--- config.mk ---
export PLATFORM = sky130hd
export DESIGN_NAME = i2c_irq_hub
export DESIGN_NICKNAME = d
export VERILOG_FILES = /design/src/rtl/irqh_pkg.sv /design/src/rtl/irqh_leaf.sv /design/src/rtl/irqh_root.sv /design/src/rtl/irqh_srst.sv /design/src/rtl/i2c_irq_hub.sv
export SDC_FILE = /design/constraint.sdc
export NUM_CORES = 1
export LEC_CHECK = 0
export BUFFER_PORTS_ARGS = -buffer_cell sky130_fd_sc_hd__buf_2
export CAP_MARGIN = 10
export CORE_UTILIZATION = 40
export DETAILED_ROUTE_END_ITERATION = 8
export PLACE_DENSITY = 0.69
export SLEW_MARGIN = 20
export SYNTH_ARGS = -nofsm -noshare
export SYNTH_HDL_FRONTEND = slang
export SYNTH_HIERARCHICAL = 1
export SYNTH_SLANG_ARGS = --single-unit
--- constraint.sdc ---
create_clock -name clk -period 4.15 [get_ports clk]
set_input_delay 0.6225 -clock clk [delete_from_list [all_inputs] [get_ports clk]]
set_output_delay 0.6225 -clock clk [all_outputs]
set_load 0.05 [all_outputs]
--- src/rtl/irqh_pkg.sv ---
`timescale 1ns/1ps
package irqh_pkg;
   localparam int MST_W   = 14;
   localparam int EVT_LO  = 4;
   localparam logic [MST_W-1:0] LIVE_MASK = 14'h3000;
   localparam int A_CTRL  = 0;
   localparam int A_TSTAT = 1;
   localparam int A_TEN   = 2;
   localparam int A_MSTAT = 3;
   localparam int A_MEN   = 4;
   localparam int A_SRST  = 5;
   localparam int TOP_MST = 0;
   localparam int TOP_SLV = 1;
   localparam int CTRL_W  = 3;
endpackage

--- src/rtl/irqh_leaf.sv ---
`timescale 1ns/1ps
module irqh_leaf
   import irqh_pkg::*;
#(
   parameter int W  = MST_W,
   parameter int LO = EVT_LO,
   parameter logic [W-1:0] LIVE = LIVE_MASK
) (
   input  logic         clk,
   input  logic         rst_n,
   input  logic         srst,
   input  logic         clr_we,
   input  logic         en_we,
   input  logic [W-1:0] wdata,
   input  logic [W-1:0] evt,
   output logic [W-1:0] stat,
   output logic [W-1:0] en,
   output logic         any
);
   if (LO >= W) begin : g_bad_lo
      $error("irqh_leaf: LO must be below W");
   end

   always_ff @(posedge clk or negedge rst_n) begin
      if (!rst_n)      en <= '0;
      else if (srst)   en <= '0;
      else if (en_we)  en <= wdata;
   end

   assign any = |(stat & en);

   for (genvar i = 0; i < W; i++) begin : g_bit
      if (i < LO) begin : g_none
         logic unused_evt;
         assign unused_evt = evt[i];
         assign stat[i] = 1'b0;
      end else if (LIVE[i]) begin : g_live
         assign stat[i] = evt[i] & ~srst;
      end else begin : g_sticky
         logic q;
         always_ff @(posedge clk or negedge rst_n) begin
            if (!rst_n)    q <= 1'b0;
            else if (srst) q <= 1'b0;
            else           q <= (q & ~(clr_we & wdata[i])) | evt[i];
         end
         assign stat[i] = q;

         p_evt_sets_r2: assert property (@(posedge clk) disable iff (!rst_n)
            (evt[i] && !srst) |=> stat[i]);
         p_sticky_hold_r2: assert property (@(posedge clk) disable iff (!rst_n)
            (stat[i] && !(clr_we && wdata[i]) && !srst) |=> stat[i]);
         p_w1c_clears_r3: assert property (@(posedge clk) disable iff (!rst_n)
            (clr_we && wdata[i] && !evt[i]) |=> !stat[i]);
      end
   end

   p_en_hold_r5: assert property (@(posedge clk) disable iff (!rst_n)
      (!en_we && !srst) |=> $stable(en));
endmodule

--- src/rtl/irqh_root.sv ---
`timescale 1ns/1ps
module irqh_root
   import irqh_pkg::*;
(
   input  logic       clk,
   input  logic       rst_n,
   input  logic       srst,
   input  logic       mst_any,
   input  logic       slv_evt,
   input  logic       clr_we,
   input  logic       en_we,
   input  logic [1:0] wdata,
   output logic [1:0] st,
   output logic [1:0] en,
   output logic       irq
);
   always_ff @(posedge clk or negedge rst_n) begin
      if (!rst_n) begin
         st <= '0;
         en <= '0;
      end else if (srst) begin
         st <= '0;
         en <= '0;
      end else begin
         st[TOP_MST] <= (st[TOP_MST] & ~(clr_we & wdata[TOP_MST])) | mst_any;
         st[TOP_SLV] <= (st[TOP_SLV] & ~(clr_we & wdata[TOP_SLV])) | slv_evt;
         if (en_we) en <= wdata;
      end
   end

   assign irq = |(st & en);

   p_top_set_r6: assert property (@(posedge clk) disable iff (!rst_n)
      (mst_any && !srst) |=> st[TOP_MST]);
   p_slv_clear_r8: assert property (@(posedge clk) disable iff (!rst_n)
      (clr_we && wdata[TOP_SLV] && !slv_evt && !srst) |=> !st[TOP_SLV]);
   p_irq_gate_r9: assert property (@(posedge clk) disable iff (!rst_n)
      (en == 2'b00) |-> !irq);
endmodule

--- src/rtl/irqh_srst.sv ---
`timescale 1ns/1ps
module irqh_srst #(
   parameter int RST_CYC = 4
) (
   input  logic clk,
   input  logic rst_n,
   input  logic start,
   output logic busy
);
   localparam int CW = $clog2(RST_CYC + 1);

   if (RST_CYC < 1) begin : g_bad_cyc
      $error("irqh_srst: RST_CYC must be at least 1");
   end

   logic [CW-1:0] cnt;

   always_ff @(posedge clk or negedge rst_n) begin
      if (!rst_n)         cnt <= '0;
      else if (start)     cnt <= CW'(RST_CYC);
      else if (cnt != '0) cnt <= cnt - 1'b1;
   end

   assign busy = (cnt != '0);

   p_busy_after_start_r11: assert property (@(posedge clk) disable iff (!rst_n)
      start |=> busy);
   p_busy_ends_r11: assert property (@(posedge clk) disable iff (!rst_n)
      (busy && cnt == CW'(1) && !start) |=> !busy);
endmodule

--- src/rtl/i2c_irq_hub.sv ---
`timescale 1ns/1ps
module i2c_irq_hub
   import irqh_pkg::*;
#(
   parameter int DATA_W  = 32,
   parameter int ADDR_W  = 3,
   parameter int RST_CYC = 4
) (
   input  logic              clk,
   input  logic              rst_n,
   input  logic              reg_wr,
   input  logic [ADDR_W-1:0] reg_addr,
   input  logic [DATA_W-1:0] reg_wdata,
   output logic [DATA_W-1:0] reg_rdata,
   input  logic [MST_W-1:0]  mst_evt,
   input  logic              slv_evt,
   output logic              irq
);
   if (DATA_W < MST_W) begin : g_bad_data
      $error("i2c_irq_hub: DATA_W too narrow for master status");
   end
   if (ADDR_W < 3) begin : g_bad_addr
      $error("i2c_irq_hub: ADDR_W must be at least 3");
   end

   logic              hit_ctrl, hit_tstat, hit_ten, hit_mstat, hit_men, hit_srst;
   logic              srst_start, srst_busy, srst;
   logic [CTRL_W-1:0] ctrl_q;
   logic [MST_W-1:0]  mst_stat, mst_en;
   logic              mst_any;
   logic [1:0]        top_st, top_en;
   logic              unused_wdata;

   assign hit_ctrl  = reg_wr && (reg_addr == ADDR_W'(A_CTRL));
   assign hit_tstat = reg_wr && (reg_addr == ADDR_W'(A_TSTAT));
   assign hit_ten   = reg_wr && (reg_addr == ADDR_W'(A_TEN));
   assign hit_mstat = reg_wr && (reg_addr == ADDR_W'(A_MSTAT));
   assign hit_men   = reg_wr && (reg_addr == ADDR_W'(A_MEN));
   assign hit_srst  = reg_wr && (reg_addr == ADDR_W'(A_SRST));

   assign srst_start = hit_srst && reg_wdata[0];
   assign srst       = srst_start || srst_busy;
   assign unused_wdata = ^reg_wdata[DATA_W-1:MST_W];

   always_ff @(posedge clk or negedge rst_n) begin
      if (!rst_n)        ctrl_q <= '0;
      else if (hit_ctrl) ctrl_q <= reg_wdata[CTRL_W-1:0];
   end

   irqh_srst #(.RST_CYC(RST_CYC)) u_srst (
      .clk   (clk),
      .rst_n (rst_n),
      .start (srst_start),
      .busy  (srst_busy)
   );

   irqh_leaf #(.W(MST_W), .LO(EVT_LO), .LIVE(LIVE_MASK)) u_leaf (
      .clk    (clk),
      .rst_n  (rst_n),
      .srst   (srst),
      .clr_we (hit_mstat),
      .en_we  (hit_men),
      .wdata  (reg_wdata[MST_W-1:0]),
      .evt    (mst_evt),
      .stat   (mst_stat),
      .en     (mst_en),
      .any    (mst_any)
   );

   irqh_root u_root (
      .clk     (clk),
      .rst_n   (rst_n),
      .srst    (srst),
      .mst_any (mst_any),
      .slv_evt (slv_evt),
      .clr_we  (hit_tstat),
      .en_we   (hit_ten),
      .wdata   (reg_wdata[1:0]),
      .st      (top_st),
      .en      (top_en),
      .irq     (irq)
   );

   always_comb begin
      reg_rdata = '0;
      if (reg_addr == ADDR_W'(A_CTRL))       reg_rdata = DATA_W'(ctrl_q);
      else if (reg_addr == ADDR_W'(A_TSTAT)) reg_rdata = DATA_W'(top_st);
      else if (reg_addr == ADDR_W'(A_TEN))   reg_rdata = DATA_W'(top_en);
      else if (reg_addr == ADDR_W'(A_MSTAT)) reg_rdata = DATA_W'(mst_stat);
      else if (reg_addr == ADDR_W'(A_MEN))   reg_rdata = DATA_W'(mst_en);
      else if (reg_addr == ADDR_W'(A_SRST))  reg_rdata = DATA_W'(srst_busy);
   end

   p_srst_clears_r11: assert property (@(posedge clk) disable iff (!rst_n)
      srst_busy |=> (mst_en == '0 && top_en == '0 && top_st == '0));
   p_ctrl_kept_r10: assert property (@(posedge clk) disable iff (!rst_n)
      !hit_ctrl |=> $stable(ctrl_q));
endmodule

==> results of run 1 <==
## path summary, 6_finish.rpt
kind | endpoint | slack [ps]
setup reg to reg | u_root/st[0] | 2020
min in group clk | ctrl_q[1] | 490
hold / removal | u_leaf/g_bit[8].g_sticky.q | 390
setup / recovery | reg_rdata[13] | 1220
hold reg to reg | ctrl_q[1] | 490
max in group asynchronous | u_leaf/en[3] | 3290
## layout by cell type, fill, tap and decap left out, types with 2 or more instances in the layout
| master | netlist | final |
|---|---|---|
| sky130_fd_sc_hd__a21oi_1 | 8 | 8 |
| sky130_fd_sc_hd__a22o_1 | 13 | 13 |
| sky130_fd_sc_hd__a22oi_1 | 3 | 3 |
| sky130_fd_sc_hd__a311oi_1 | 2 | 2 |
| sky130_fd_sc_hd__buf_2 | 4 | 45 |
| sky130_fd_sc_hd__clkbuf_1 | 0 | 2 |
| sky130_fd_sc_hd__clkbuf_8 | 0 | 6 |
| sky130_fd_sc_hd__conb_1 | 2 | 22 |
| sky130_fd_sc_hd__dfrtp_1 | 32 | 32 |
| sky130_fd_sc_hd__ha_1 | 2 | 2 |
| sky130_fd_sc_hd__inv_1 | 5 | 5 |
| sky130_fd_sc_hd__mux2_1 | 3 | 3 |
| sky130_fd_sc_hd__mux2_2 | 2 | 2 |
| sky130_fd_sc_hd__mux2i_1 | 19 | 19 |
| sky130_fd_sc_hd__nand2_1 | 9 | 9 |
| sky130_fd_sc_hd__nand2b_4 | 2 | 2 |
| sky130_fd_sc_hd__nor2_1 | 32 | 32 |
| sky130_fd_sc_hd__nor2b_1 | 3 | 3 |
| sky130_fd_sc_hd__nor3b_1 | 3 | 3 |
## critical path, cell delays in order
cell	delay, ps
sky130_fd_sc_hd__buf_2	250
sky130_fd_sc_hd__nand3_1	110
sky130_fd_sc_hd__nor2_1	230
sky130_fd_sc_hd__or2_2	540
sky130_fd_sc_hd__nor2b_1	100
sky130_fd_sc_hd__a22o_1	230
sky130_fd_sc_hd__buf_2	210
## layout make-up
| type | count | area share |
|---|---|---|
| timing repair buffer | 46 | 0.108 |
| inverter | 5 | 0.00871 |
| multi-input combinational | 141 | 0.431 |
| clock buffer | 8 | 0.0418 |
| sequential | 32 | 0.372 |
| tap | 67 | 0.0389 |
## kinds of logic after synthesis
| group | share of synthesized area |
|---|---|
| buffers and inverters | 0.164 |
| multiplexers | 0.136 |
| AND/OR/NAND/NOR | 0.143 |
| AO/OA/AOI/OAI | 0.135 |
| other | 0.00379 |
| adder cells (fa/ha/maj) | 0.0126 |
| flip-flops | 0.405 |
## power breakdown
group	switching, mW	total (mW)	leakage [nW]	internal [mW]
Sequential	0.0350	0.394	0.432	0.359
Clock	0.112	0.247	0.0455	0.135
Combinational	0.176	0.271	0.549	0.0946
Total	0.323	0.912	1.03	0.589
## state kept, by name (all words and copies together) (netlist names)
name	flops
u_leaf/en	14
u_leaf/g_bit.g_sticky.q	8
ctrl_q	3
u_srst/cnt	3
u_root/en	2
u_root/st	2
## metal layers
| layer | vias up | part of all wire | global-route usage |
|---|---|---|---|
| met5 | - | 0 | 0 |
| met4 | 0 | 0.0093 | 0.0523 |
| met3 | 4 | 0.053 | 0.0500 |
| met2 | 53 | 0.48 | 0.269 |
| met1 | 702 | 0.46 | 0.208 |
| li1 | 700 | - | - |
## through the flow
stage	std cells	utilization	hold WS [ps]	setup slack, ps	total power, mW
after floorplan	219	-	327	1520	0.656
after global placement	291	0.434	470	1200	0.664
after detailed placement	291	0.434	475	1200	0.673
after CTS	299	0.453	419	1200	0.923
after global routing	299	0.453	453	1050	0.974
final	299	0.453	393	1220	0.912
==> flow_metrics.env, run 1 <==
export IMPL_std_cell_rows=25
export IMPL_detailed_router_iteration_count_before_antenna_repair=4
export IMPL_synth_async_reset_ratio=1.00
export IMPL_critPathLaunchType="input port"
export IMPL_global_route_wire_length_before_repair_um=6490
export IMPL_cts_tree="yes"
export IMPL_run_status="complete, no violations"
export IMPL_power_density_cell_area_nw_per_um2=423
export IMPL_multi_input_area_um2=928
export IMPL_clock_root_buffer="sky130_fd_sc_hd__clkbuf_8"
export IMPL_wl_um=3960
export IMPL_setup_tns_final_ps=0
export IMPL_num_nets_final=286
export IMPL_clkLatencyLatePin_ps=280
export IMPL_synthesis_yosys_warnings=6
export IMPL_total_vias_in_the_final_route=1459
export IMPL_number_of_synthesized_flops_with_an_enable_pin=0
export IMPL_antenna_found_initial=0
export IMPL_yosys_most_used_dff="sky130_fd_sc_hd__dfrtp_1"
export IMPL_worstReg2RegStart="u_srst/cnt[0]"
export IMPL_timing_max_slew_rel_slack=0.423
export IMPL_p_leak_nw=1.03
export IMPL_clock_buffers_created_by_tritoncts=5
export IMPL_endpoint_kind="output pin"
export IMPL_longest_clk_path_bufs=2
export IMPL_cts_sink_count=32
export IMPL_cell_with_the_most_instances_after_synthesis="sky130_fd_sc_hd__buf_4"
export IMPL_number_of_buffers_inserted_for_hold_repair_after_clock_tree_synthesis=0
export IMPL_synth_top_area_frac=0.405
export IMPL_ys_types=39
export IMPL_grt_start_max_net_pins=33
export IMPL_antenna_left=0
export IMPL_holdCritPathClass="input port to async pin"
export IMPL_design_portCount=86
export IMPL_summed_instance_area_of_the_synthesized_netlist_um2=1980
export IMPL_coreArea_um2=4750
export IMPL_critPathLaunch="reg_addr[0]"
export IMPL_timing_worst_setup_path_type="input port to output pin"
export IMPL_synth_ff_latch_count=32
export IMPL_die_height_um=72.3
export IMPL_drc_errors=0
export IMPL_fmax_mhz=342
export IMPL_cap_viol_max_count=0
export IMPL_synth_seq_area_share=0.405
export IMPL_postCtsResizedCells=0
export IMPL_first_global_vias=1390
export IMPL_finClkSkew_ps=1.05
export IMPL_post_route_period_util=0.706
export IMPL_flow_area_growth_from_synthesis_pct=8.85
export IMPL_reg2regPathDepth=7
export IMPL_nFillCells=477
export IMPL_required_time_of_the_critical_path_ps=3530
export IMPL_floorplan_die_width_um=72.3
export IMPL_dr_first_iter_drc_count=51
export IMPL_wl_per_cell_um=13.2
export IMPL_tightest_slew_ps=862
export IMPL_final_layout_size_suffix_gt1_frac=0.259
export IMPL_final_antenna_diode_count=0
export IMPL_post_route_min_period_ps=2930
export IMPL_detailed_place_hpwl_um=2760
export IMPL_post_cts_setup_buffers=0
export IMPL_post_synth_main_area_contributors="sky130_fd_sc_hd__dfrtp_1 (40%), sky130_fd_sc_hd__buf_4 (13%), sky130_fd_sc_hd__mux2i_1 (9.6%)"
export IMPL_ir_worst_vdd_mv=0.196
export IMPL_die_area_um2=5230
export IMPL_finalInstanceArea_um2=2150
export IMPL_area_sequential_um2=801
export IMPL_final_slew_violations=0
export IMPL_globalRouteTotalUtil=0.165
export IMPL_avgSynthCellArea_um2=9.95
export IMPL_via_per_inst=4.88
export IMPL_synthesis_instances=199
export IMPL_number_of_failing_hold_endpoints_at_the_final_stage=0
export IMPL_cts_max_level=2
export IMPL_start_util=0.416
export IMPL_cp_max_fo=29
export IMPL_io_buf_count=45
export IMPL_timing_critical_path_arrival_ps=2310
export IMPL_netlist_top_cell_by_area="sky130_fd_sc_hd__dfrtp_1"
export IMPL_rsz0062_at_grt="no"
export IMPL_setup_violations_final=0
export IMPL_place_congestion=0.736
export IMPL_most_frequent_cells_after_synthesis="sky130_fd_sc_hd__buf_4 (34), sky130_fd_sc_hd__dfrtp_1 (32), sky130_fd_sc_hd__nor2_1 (32)"
export IMPL_path_clk_slew_ps=60
export IMPL_total_global_routing_overflow=0
export IMPL_placed_inst_area_um2=2060
No activity file was read; power rests on OpenSTA's default activity.
==> inputs of run 2 (changes only) <==
clock period = 2.7 ns   (was 4.15 ns; I/O delays follow)
==> flow_metrics.env, run 2 (synthesized netlist as in run 1, its figures left out) <==
export IMPL_run_status="complete, no violations"
export IMPL_power_density_cell_area_nw_per_um2=649
export IMPL_antenna_found_initial=0
export IMPL_holdWs_ps=171
export IMPL_final_antenna_diode_count=0
export IMPL_coreArea_um2=4750
export IMPL_longest_clk_path_bufs=2
export IMPL_global_route_wire_length_before_repair_um=6550
export IMPL_clkLatencyLatePin_ps=290
export IMPL_total_vias_in_the_final_route=1442
export IMPL_critPathLaunchType="flip-flop"
export IMPL_flow_area_growth_from_synthesis_pct=10.5
export IMPL_antenna_left=0
export IMPL_timing_critical_path_arrival_ps=2080
export IMPL_design_portCount=86
export IMPL_endpoint_kind="output pin"
export IMPL_final_layout_size_suffix_gt1_frac=0.280
export IMPL_timing_final_ws_setup_ps=219
export IMPL_finClkSkew_ps=7.93
export IMPL_nFillCells=466
export IMPL_postCtsResizedCells=0
export IMPL_post_route_min_period_ps=2480
export IMPL_worstReg2RegEnd="u_root/st[0]"
export IMPL_cap_viol_max_count=0
export IMPL_die_area_um2=5230
export IMPL_post_cts_setup_buffers=0
export IMPL_place_congestion=0.795
export IMPL_rsz0062_at_grt="no"
export IMPL_start_util=0.416
export IMPL_path_clk_slew_ps=70
export IMPL_total_global_routing_overflow=0
export IMPL_cts_max_level=2
export IMPL_globalRouteTotalUtil=0.168
export IMPL_timing_max_slew_rel_slack=0.516
export IMPL_die_height_um=72.3
export IMPL_io_buf_count=45
export IMPL_required_time_of_the_critical_path_ps=2300
export IMPL_cts_tree="yes"
export IMPL_cts_sink_count=32
export IMPL_detailed_router_iteration_count_before_antenna_repair=4
export IMPL_worstReg2RegStart="u_srst/cnt[0]"
export IMPL_place_ws_ps=480
export IMPL_top_register="u_leaf/en"
export IMPL_timing_worst_setup_path_type="flip-flop to output pin"
export IMPL_reg2regPathDepth=8
export IMPL_dr_first_iter_drc_count=61
export IMPL_mostFrequentLayoutCell="sky130_fd_sc_hd__buf_2"
export IMPL_first_global_vias=1370
export IMPL_wl_per_cell_um=13.0
export IMPL_reg2reg_setup_slack_ps=540
export IMPL_fmax_mhz=403
export IMPL_clock_buffers_created_by_tritoncts=5
export IMPL_largest_register_ffs=14
export IMPL_multi_input_area_um2=928
export IMPL_p_leak_nw=1.05
export IMPL_most_common_layout_cells="sky130_fd_sc_hd__buf_2 (45), sky130_fd_sc_hd__nor2_1 (32), sky130_fd_sc_hd__dfrtp_1 (32), sky130_fd_sc_hd__conb_1 (22), sky130_fd_sc_hd__mux2i_1 (19)"
export IMPL_setup_violations_final=0
export IMPL_ir_worst_vdd_mv=0.376
export IMPL_via_per_inst=4.76
export IMPL_clock_root_buffer="sky130_fd_sc_hd__clkbuf_8"
export IMPL_post_route_period_util=0.919
export IMPL_std_cell_rows=25
export IMPL_area_sequential_um2=801
export IMPL_detailed_place_hpwl_um=2820
export IMPL_cp_max_fo=14
export IMPL_grt_start_max_net_pins=33
export IMPL_num_nets_final=290
export IMPL_post_route_util=0.460
export IMPL_wl_um=3950
export IMPL_drc_errors=0
export IMPL_design_power_total_mw=1.42
export IMPL_holdCritPathClass="input port to async pin"
export IMPL_tightest_slew_ps=725
export IMPL_biggestRegsByFlops="u_leaf/en (14), u_leaf/g_bit.g_sticky.q (8)"
export IMPL_floorplan_die_width_um=72.3
export IMPL_number_of_buffers_inserted_for_hold_repair_after_clock_tree_synthesis=0
export IMPL_setup_tns_final_ps=0
export IMPL_number_of_failing_hold_endpoints_at_the_final_stage=0
export IMPL_final_slew_violations=0
==> run 2: changes by cell type in the layout (fill, tap and decap cells not counted), sizes merged <==
cell / change
clkinv: +2
clkbuf: -2
buf: +4
==> run 2: cell type report <==
type,count,area share
clock buffer,6,0.0378
clock inverter,2,0.00458
inverter,5,0.00858
multi-input combinational,141,0.424
sequential,32,0.366
tap,67,0.0383
timing repair buffer,50,0.120
==> run 2: how the worst max path moves through the flow <==
stage | start | to | depth (start not counted)
after floorplan | reg_addr[1] | reg_rdata[12] | 7
after global placement | reg_addr[1] | reg_rdata[13] | 7
after detailed placement | reg_addr[1] | reg_rdata[13] | 7
after CTS | u_srst/cnt[0] | reg_rdata[13] | 7
after global routing | u_srst/cnt[0] | reg_rdata[13] | 7
final | u_srst/cnt[0] | reg_rdata[13] | 7
==> run 2: per-layer routing <==
metal | part of all wire | vias to the layer above | GRT usage | wire (µm)
li1 | - | 705 | - | -
met1 | 0.45 | 677 | 0.214 | 1790
met2 | 0.47 | 54 | 0.266 | 1850
met3 | 0.063 | 6 | 0.0472 | 251
met4 | 0.017 | 0 | 0.0719 | 68
met5 | 0 | - | 0 | 0
==> run 2: worst max-delay path, stage by stage (launching register included) <==
cell	delay (ps)
sky130_fd_sc_hd__dfrtp_1	390
sky130_fd_sc_hd__inv_1	90
sky130_fd_sc_hd__ha_1	240
sky130_fd_sc_hd__nand2b_4	80
sky130_fd_sc_hd__or2_2	430
sky130_fd_sc_hd__nor2b_1	150
sky130_fd_sc_hd__a22o_1	140
sky130_fd_sc_hd__buf_2	260
==> run 2: report_power, final <==
part / switching (mW) / internal (mW)
registers: 0.0532 / 0.552
clock network: 0.181 / 0.203
logic: 0.276 / 0.154
total: 0.510 / 0.909
==> run 2: stage by stage <==
step / cell area [µm²] / instances
CTS: 2190 / 303
finish: 2190 / 303
global placement: 2090 / 295
detailed placement: 2090 / 295
floorplan: 2050 / 219
global route: 2190 / 303
